File: config.mk
export PLATFORM = sky130hd
export DESIGN_NAME = tbase_irq
export DESIGN_NICKNAME = d
export VERILOG_FILES = /design/src/rtl/tbase_pkg.sv /design/src/rtl/tbase_ctrl.sv /design/src/rtl/tbase_ticksrc.sv /design/src/rtl/tbase_cnt.sv /design/src/rtl/tbase_flags.sv /design/src/rtl/tbase_irq.sv
export SDC_FILE = /design/constraint.sdc
export NUM_CORES = 1
export LEC_CHECK = 0
export BUFFER_PORTS_ARGS = -buffer_cell sky130_fd_sc_hd__buf_2
export CORE_ASPECT_RATIO = 0.7
export CORE_MARGIN = 1.5
export CORE_UTILIZATION = 30
export DETAILED_ROUTE_END_ITERATION = 8
export HOLD_SLACK_MARGIN = 0.15
export SETUP_SLACK_MARGIN = 0.2
export SYNTH_ARGS = -nofsm -noshare
export SYNTH_HDL_FRONTEND = slang
export SYNTH_SLANG_ARGS = --single-unit
File: constraint.sdc
create_clock -name clk -period 1.71 [get_ports clk]
set_input_delay 0.0855 -clock clk [delete_from_list [all_inputs] [get_ports clk]]
set_output_delay 0.0855 -clock clk [all_outputs]
set_load 0.02 [all_outputs]
File: src/rtl/tbase_pkg.sv
package tbase_pkg;

    localparam int CNT_W     = 15;
    localparam int TB0_BASE  = 8;
    localparam int TB0_SEL_W = 3;
    localparam int TB1_BASE  = 12;
    localparam int TB1_SEL_W = 2;
    localparam int NUM_TB    = 2;
    localparam int PRE_W     = 2;
    localparam int SEL_MAX_W = (TB0_SEL_W > TB1_SEL_W) ? TB0_SEL_W : TB1_SEL_W;

    typedef struct packed {
        logic                 run;
        logic                 src_tb;
        logic [TB1_SEL_W-1:0] per1;
        logic                 lowpwr;
        logic [TB0_SEL_W-1:0] per0;
    } ctrl_t;

    localparam ctrl_t CTRL_RST = ctrl_t'(8'h37);

endpackage

File: src/rtl/tbase_ctrl.sv
module tbase_ctrl
    import tbase_pkg::*;
(
    input  logic       clk,
    input  logic       rst_n,
    input  logic       we,
    input  logic [7:0] wdata,
    output ctrl_t      ctrl_q,
    output logic [7:0] rdata
);

    typedef struct packed {
        ctrl_t ctrl;
    } st_t;

    st_t st_d, st_q;

    always_comb begin
        st_d = st_q;
        if (we) begin
            st_d.ctrl = ctrl_t'(wdata);
        end
    end

    always_ff @(posedge clk or negedge rst_n) begin
        if (!rst_n) begin
            st_q.ctrl <= CTRL_RST;
        end else begin
            st_q <= st_d;
        end
    end

    assign ctrl_q = st_q.ctrl;
    assign rdata  = st_q.ctrl;

endmodule

File: src/rtl/tbase_ticksrc.sv
module tbase_ticksrc
    import tbase_pkg::*;
(
    input  logic clk,
    input  logic rst_n,
    input  logic run,
    input  logic src_tb,
    input  logic sys_ce,
    input  logic tb_ce,
    output logic tick
);

    typedef struct packed {
        logic [PRE_W-1:0] div;
    } st_t;

    st_t  st_d, st_q;
    logic sys_tick;

    always_comb begin
        st_d = st_q;
        if (!run) begin
            st_d.div = '0;
        end else if (sys_ce) begin
            st_d.div = st_q.div + 1'b1;
        end
    end

    always_ff @(posedge clk or negedge rst_n) begin
        if (!rst_n) begin
            st_q.div <= '0;
        end else begin
            st_q <= st_d;
        end
    end

    // Select is a registered control bit, so a source change lands only on a fabric edge.
    always_comb begin
        sys_tick = run && sys_ce && (st_q.div == {PRE_W{1'b1}});
        tick     = src_tb ? (run && tb_ce) : sys_tick;
    end

endmodule

File: src/rtl/tbase_cnt.sv
module tbase_cnt
    import tbase_pkg::*;
(
    input  logic                  clk,
    input  logic                  rst_n,
    input  logic                  run,
    input  logic                  tick,
    input  logic [TB0_SEL_W-1:0]  per0,
    input  logic [TB1_SEL_W-1:0]  per1,
    output logic [CNT_W-1:0]      cnt,
    output logic [NUM_TB-1:0]     tmo
);

    typedef struct packed {
        logic [CNT_W-1:0] cnt;
    } st_t;

    st_t st_d, st_q;

    logic [SEL_MAX_W-1:0] sel  [NUM_TB];
    int                   base [NUM_TB];

    assign sel[0]  = SEL_MAX_W'(per0);
    assign sel[1]  = SEL_MAX_W'(per1);
    assign base[0] = TB0_BASE;
    assign base[1] = TB1_BASE;

    function automatic logic low_all_ones(input logic [CNT_W-1:0] v, input int n);
        logic r;
        r = 1'b1;
        for (int i = 0; i < CNT_W; i++) begin
            if (i < n && !v[i]) begin
                r = 1'b0;
            end
        end
        return r;
    endfunction

    always_comb begin
        st_d = st_q;
        if (!run) begin
            st_d.cnt = '0;
        end else if (tick) begin
            st_d.cnt = st_q.cnt + 1'b1;
        end
    end

    always_ff @(posedge clk or negedge rst_n) begin
        if (!rst_n) begin
            st_q.cnt <= '0;
        end else begin
            st_q <= st_d;
        end
    end

    // A timeout fires on the tick that rolls the bits below the selected power to zero.
    for (genvar g = 0; g < NUM_TB; g++) begin : g_tap
        always_comb begin
            tmo[g] = run && tick && low_all_ones(st_q.cnt, base[g] + int'(sel[g]));
        end
    end

    assign cnt = st_q.cnt;

endmodule

File: src/rtl/tbase_flags.sv
module tbase_flags
    import tbase_pkg::*;
(
    input  logic              clk,
    input  logic              rst_n,
    input  logic [NUM_TB-1:0] set,
    input  logic [NUM_TB-1:0] clr,
    output logic [NUM_TB-1:0] flag
);

    typedef struct packed {
        logic [NUM_TB-1:0] flag;
    } st_t;

    st_t st_d, st_q;

    for (genvar g = 0; g < NUM_TB; g++) begin : g_flag
        always_comb begin
            // A set in the same cycle as a clear wins.
            st_d.flag[g] = (st_q.flag[g] && !clr[g]) || set[g];
        end
    end

    always_ff @(posedge clk or negedge rst_n) begin
        if (!rst_n) begin
            st_q.flag <= '0;
        end else begin
            st_q <= st_d;
        end
    end

    assign flag = st_q.flag;

endmodule

File: src/rtl/tbase_irq.sv
module tbase_irq
    import tbase_pkg::*;
(
    input  logic       clk,
    input  logic       rst_n,
    input  logic       reg_we,
    input  logic [7:0] reg_wdata,
    output logic [7:0] reg_rdata,
    input  logic       sys_ce,
    input  logic       tb_ce,
    input  logic [1:0] flag_clr,
    output logic [1:0] tb_irq
);

    ctrl_t              ctl_q;
    logic               tick;
    logic [CNT_W-1:0]   cnt_q;
    logic [NUM_TB-1:0]  tmo;

    tbase_ctrl u_ctrl (
        .clk    (clk),
        .rst_n  (rst_n),
        .we     (reg_we),
        .wdata  (reg_wdata),
        .ctrl_q (ctl_q),
        .rdata  (reg_rdata)
    );

    tbase_ticksrc u_src (
        .clk    (clk),
        .rst_n  (rst_n),
        .run    (ctl_q.run),
        .src_tb (ctl_q.src_tb),
        .sys_ce (sys_ce),
        .tb_ce  (tb_ce),
        .tick   (tick)
    );

    tbase_cnt u_cnt (
        .clk   (clk),
        .rst_n (rst_n),
        .run   (ctl_q.run),
        .tick  (tick),
        .per0  (ctl_q.per0),
        .per1  (ctl_q.per1),
        .cnt   (cnt_q),
        .tmo   (tmo)
    );

    tbase_flags u_flags (
        .clk   (clk),
        .rst_n (rst_n),
        .set   (tmo),
        .clr   (flag_clr),
        .flag  (tb_irq)
    );

endmodule

==> results.md <==
- Final ANT Viol Nets: 0
- Slew Limit Fails: 0
- Multi-input logic area: 714 µm²
- Layout Cells excl Fill: 245
- Warnings, synthesis: 0
- Wire per inst: 13.5 µm
- Critical path required time: 1.91 ns
- Largest stage delay, worst path: 0.44 ns
- Most numerous cell in the Yosys netlist: dfrtp_1
- Met1 usage in global routing: 18.8%
- Aggregate global routing overflow: 0
- Post-DP HPWL: 2280 µm
- Design Power: 1.27 mW
- Clk pin slew, worst setup/hold paths: 0.09 ns
- Htree depth: 1
- Final hold vios: 0
- Register area: 683 µm²
- Sequential share of the synthesized area: 49.0%
- Share of the synthesized area in the top cell type: 39.5%
- Library cells used by synthesis: 33
- Routed wire length: 3300 µm
- Sw Share: 26.0%
- Arrival time worst endpoint: 1.84 ns
- Largest net degree at the start of global routing: 28
- First-pass GRT wire length: 5340 µm
- Hold crit path type: input pin to flip-flop
- Num CTS Buffers: 3
- Detailed Route Iter0 Violations: 131
- Synth Cell Area: 1390 µm²
- Fin crit period: 1.64 ns
- Worst vdd ir: 0.345 mV
- Syn nets: 156
- FILL cells: 417
- Share of power burned in registers: 55.0%
- Die area: 5070 µm²
- Ports: 25
- Setup Total Neg Slack: 0 ns
- CTS Root Cell: clkbuf_8
- Met3 Track Usage GR: 3.45%
- Final Skew: 0.00346 ns
- Max_cap viols: 0
- Worst setup margin: 0.0696 ns
- Port bufs: 24
- Routed vias: 1255
- Vias in the first global route: 1139
- Die span in x: 84.4 µm
- Yosys reg bits: 27
- Post-synth EDFFs: 0
- Longest Clk Path Bufs: 2
- Power density cells: 653 nW/µm²
- Global route hottest layer: met2
- CTS Sinks: 27
- Layout Nets: 209
- CP delay by family, top: simple AND/OR/NAND/NOR gates
- Commonest cells in the netlist: dfrtp_1, nand2_1, o21ai_0, a21oi_1, o31ai_1
- Post-place setup slack: 0.0224 ns
- Sw Pwr: 0.329 mW
- Area added between synthesis and finish: 39.1%
- Drt drc: 0
- Clk network pwr share: 28.4%
- Core ar.: 4400 µm²
- Leading area contributor after synthesis: dfrtp_1
- Die height: 60.0 µm
- Fmax: 0.610 GHz
- CTS tree: done
- Worst path slowest cell: or4_1
- Final setup fails: 0
- Layout cell share with drive strength beyond 1: 37.4%
- Worst-path cell chain: ha_2, and3b_2, o2111ai_4, or4_1, a21oi_1
- GR Layer Usage met2: 21.9%
- Worst Path Max Fanout: 8
- Largest cells by area after synthesis: dfrtp_1, dfstp_2, o21ai_0
- Effective utilization at floorplan: 31.6%
- Post-synth top flop: dfrtp_1
- Vias/cell: 5.12
- Gate Count Post-Synth: 138
- Run status: completed
- Comb pwr share: 16.6%
- Syn Area/Cell: 10.1 µm²
- Placer congestion estimate: 0.747
- Post-synthesis async set-or-reset flop share: 100%
- GR Util All Layers: 13.6%
- Crit. End Element: flip-flop
- Antenna violations before repair: 0
- CP Launch Type: flip-flop
- Initial DRT Pass Iterations: 4
- Placed insts: 218
- WS Path Type: flip-flop to flip-flop
- Leak Pwr: 0.838 nW
- Number of diodes: 0
- Slew headroom: 58.9%
- Cell Rows: 20
- Final period util: 95.9%
- Clock Latency Late Sink: 0.27 ns
- RSZ-0062 raised after global routing: true
- Pint: 0.936 mW
- Buf/Inv on CP: 0
- Actual slew at the worst max-slew pin: 0.617 ns
area by class of cell:
cell class	count	area share (%)
Sequential cell	27	35.3
Clock inverter	1	0.258
Inverter	6	1.16
Clock buffer	3	2.13
Timing Repair Buffer	56	20.7
Multi-Input combinational cell	97	36.9
Tap cell	55	3.55
worst min-delay path, delay by kind of cell:
kind	cells	cell delay, ns
mux	1	0.08
simple gates	1	0.09
buf+inv	1	0.12
kinds of logic (layout without fill, tap and decap cells):
kind of cell | count (synthesis) | in the layout | synth area share [%]
buf+inv | 14 | 66 | 4.67
fa+ha+maj | 3 | 3 | 2.70
xor+xnor | 3 | 3 | 1.89
simple gates | 45 | 45 | 17.5
mux | 8 | 8 | 6.20
flops | 27 | 27 | 49.0
compound gates | 38 | 38 | 18.1
flip-flops by register name, indices dropped and copies added (netlist names):
name	cells
u_cnt.cnt	15
u_ctrl.ctrl_q	8
u_flags.flag	2
u_src.st_q	2
per-stage QoR:
step                hold WS, ns  cell area (µm²)  util, %
finish                    0.138             1940     44.0
detailed placement        0.135             1610     36.5
global placement          0.118             1610     36.5
CTS                       0.139             1870     42.5
global route              0.165             1940     44.0
floorplan                -0.210             1400        -
per-layer routing:
metal  routed length, µm  up-vias
met2                1520       36
met1                1590      608
met4                  16        0
li1                    -      609
met3                 177        2
met5                   0        -
final timing paths:
kind / to / slack (ns) / cells past startpoint / from
max reg2reg: u_cnt.cnt[12] / 0.07 / 5 / u_src.st_q[0]
max: u_cnt.cnt[12] / 0.07 / 5 / u_src.st_q[0]
min reg2reg: u_flags.flag[0] / 0.51 / 1 / u_flags.flag[0]
min in group asynchronous: u_flags.flag[0] / 0.38 / 2 / rst_n
min: u_src.st_q[1] / 0.14 / 3 / sys_ce
max in group asynchronous: u_cnt.cnt[9] / 0.89 / 2 / rst_n
timing repair:
item	in CTS	in global routing
hold endpoints to repair	34	0
pin swaps	6	2
endpoints found under the setup margin	12	14
resized for setup	10	11
hold buffers	15	0
setup buffers	4	4
placed cells by master, fill, tap and decap left out, types with 2 or more instances in the layout:
| cell type | Yosys | final |
|---|---|---|
| inv_1 | 6 | 6 |
| mux2i_1 | 3 | 3 |
| mux2_2 | 5 | 5 |
| nand2_1 | 14 | 12 |
| dfrtp_1 | 22 | 21 |
| nand3_1 | 6 | 5 |
| nor2_1 | 6 | 6 |
| or4_1 | 6 | 6 |
| buf_4 | 3 | 16 |
| ha_2 | 0 | 2 |
| clkbuf_8 | 0 | 3 |
| and4_1 | 3 | 2 |
| o21ai_0 | 14 | 13 |
| o31ai_1 | 7 | 7 |
| buf_2 | 1 | 24 |
| dfstp_2 | 5 | 5 |
| a22o_1 | 2 | 2 |
| xnor2_1 | 3 | 2 |
| a21oi_1 | 8 | 8 |
| nand2b_1 | 3 | 3 |
| a2111oi_2 | 0 | 2 |
| dlygate4sd3_1 | 0 | 15 |
power groups by stage:
stage                     combinational (mW)  clock [mW]  sequential [mW]
after CTS                              0.196       0.375            0.694
after global routing                   0.228       0.404            0.700
final                                  0.210       0.359            0.696
after floorplan                       0.0778           0            0.722
after global placement                 0.150           0            0.706
after detailed placement               0.154           0            0.707
Power figures use the tool's default switching activity.
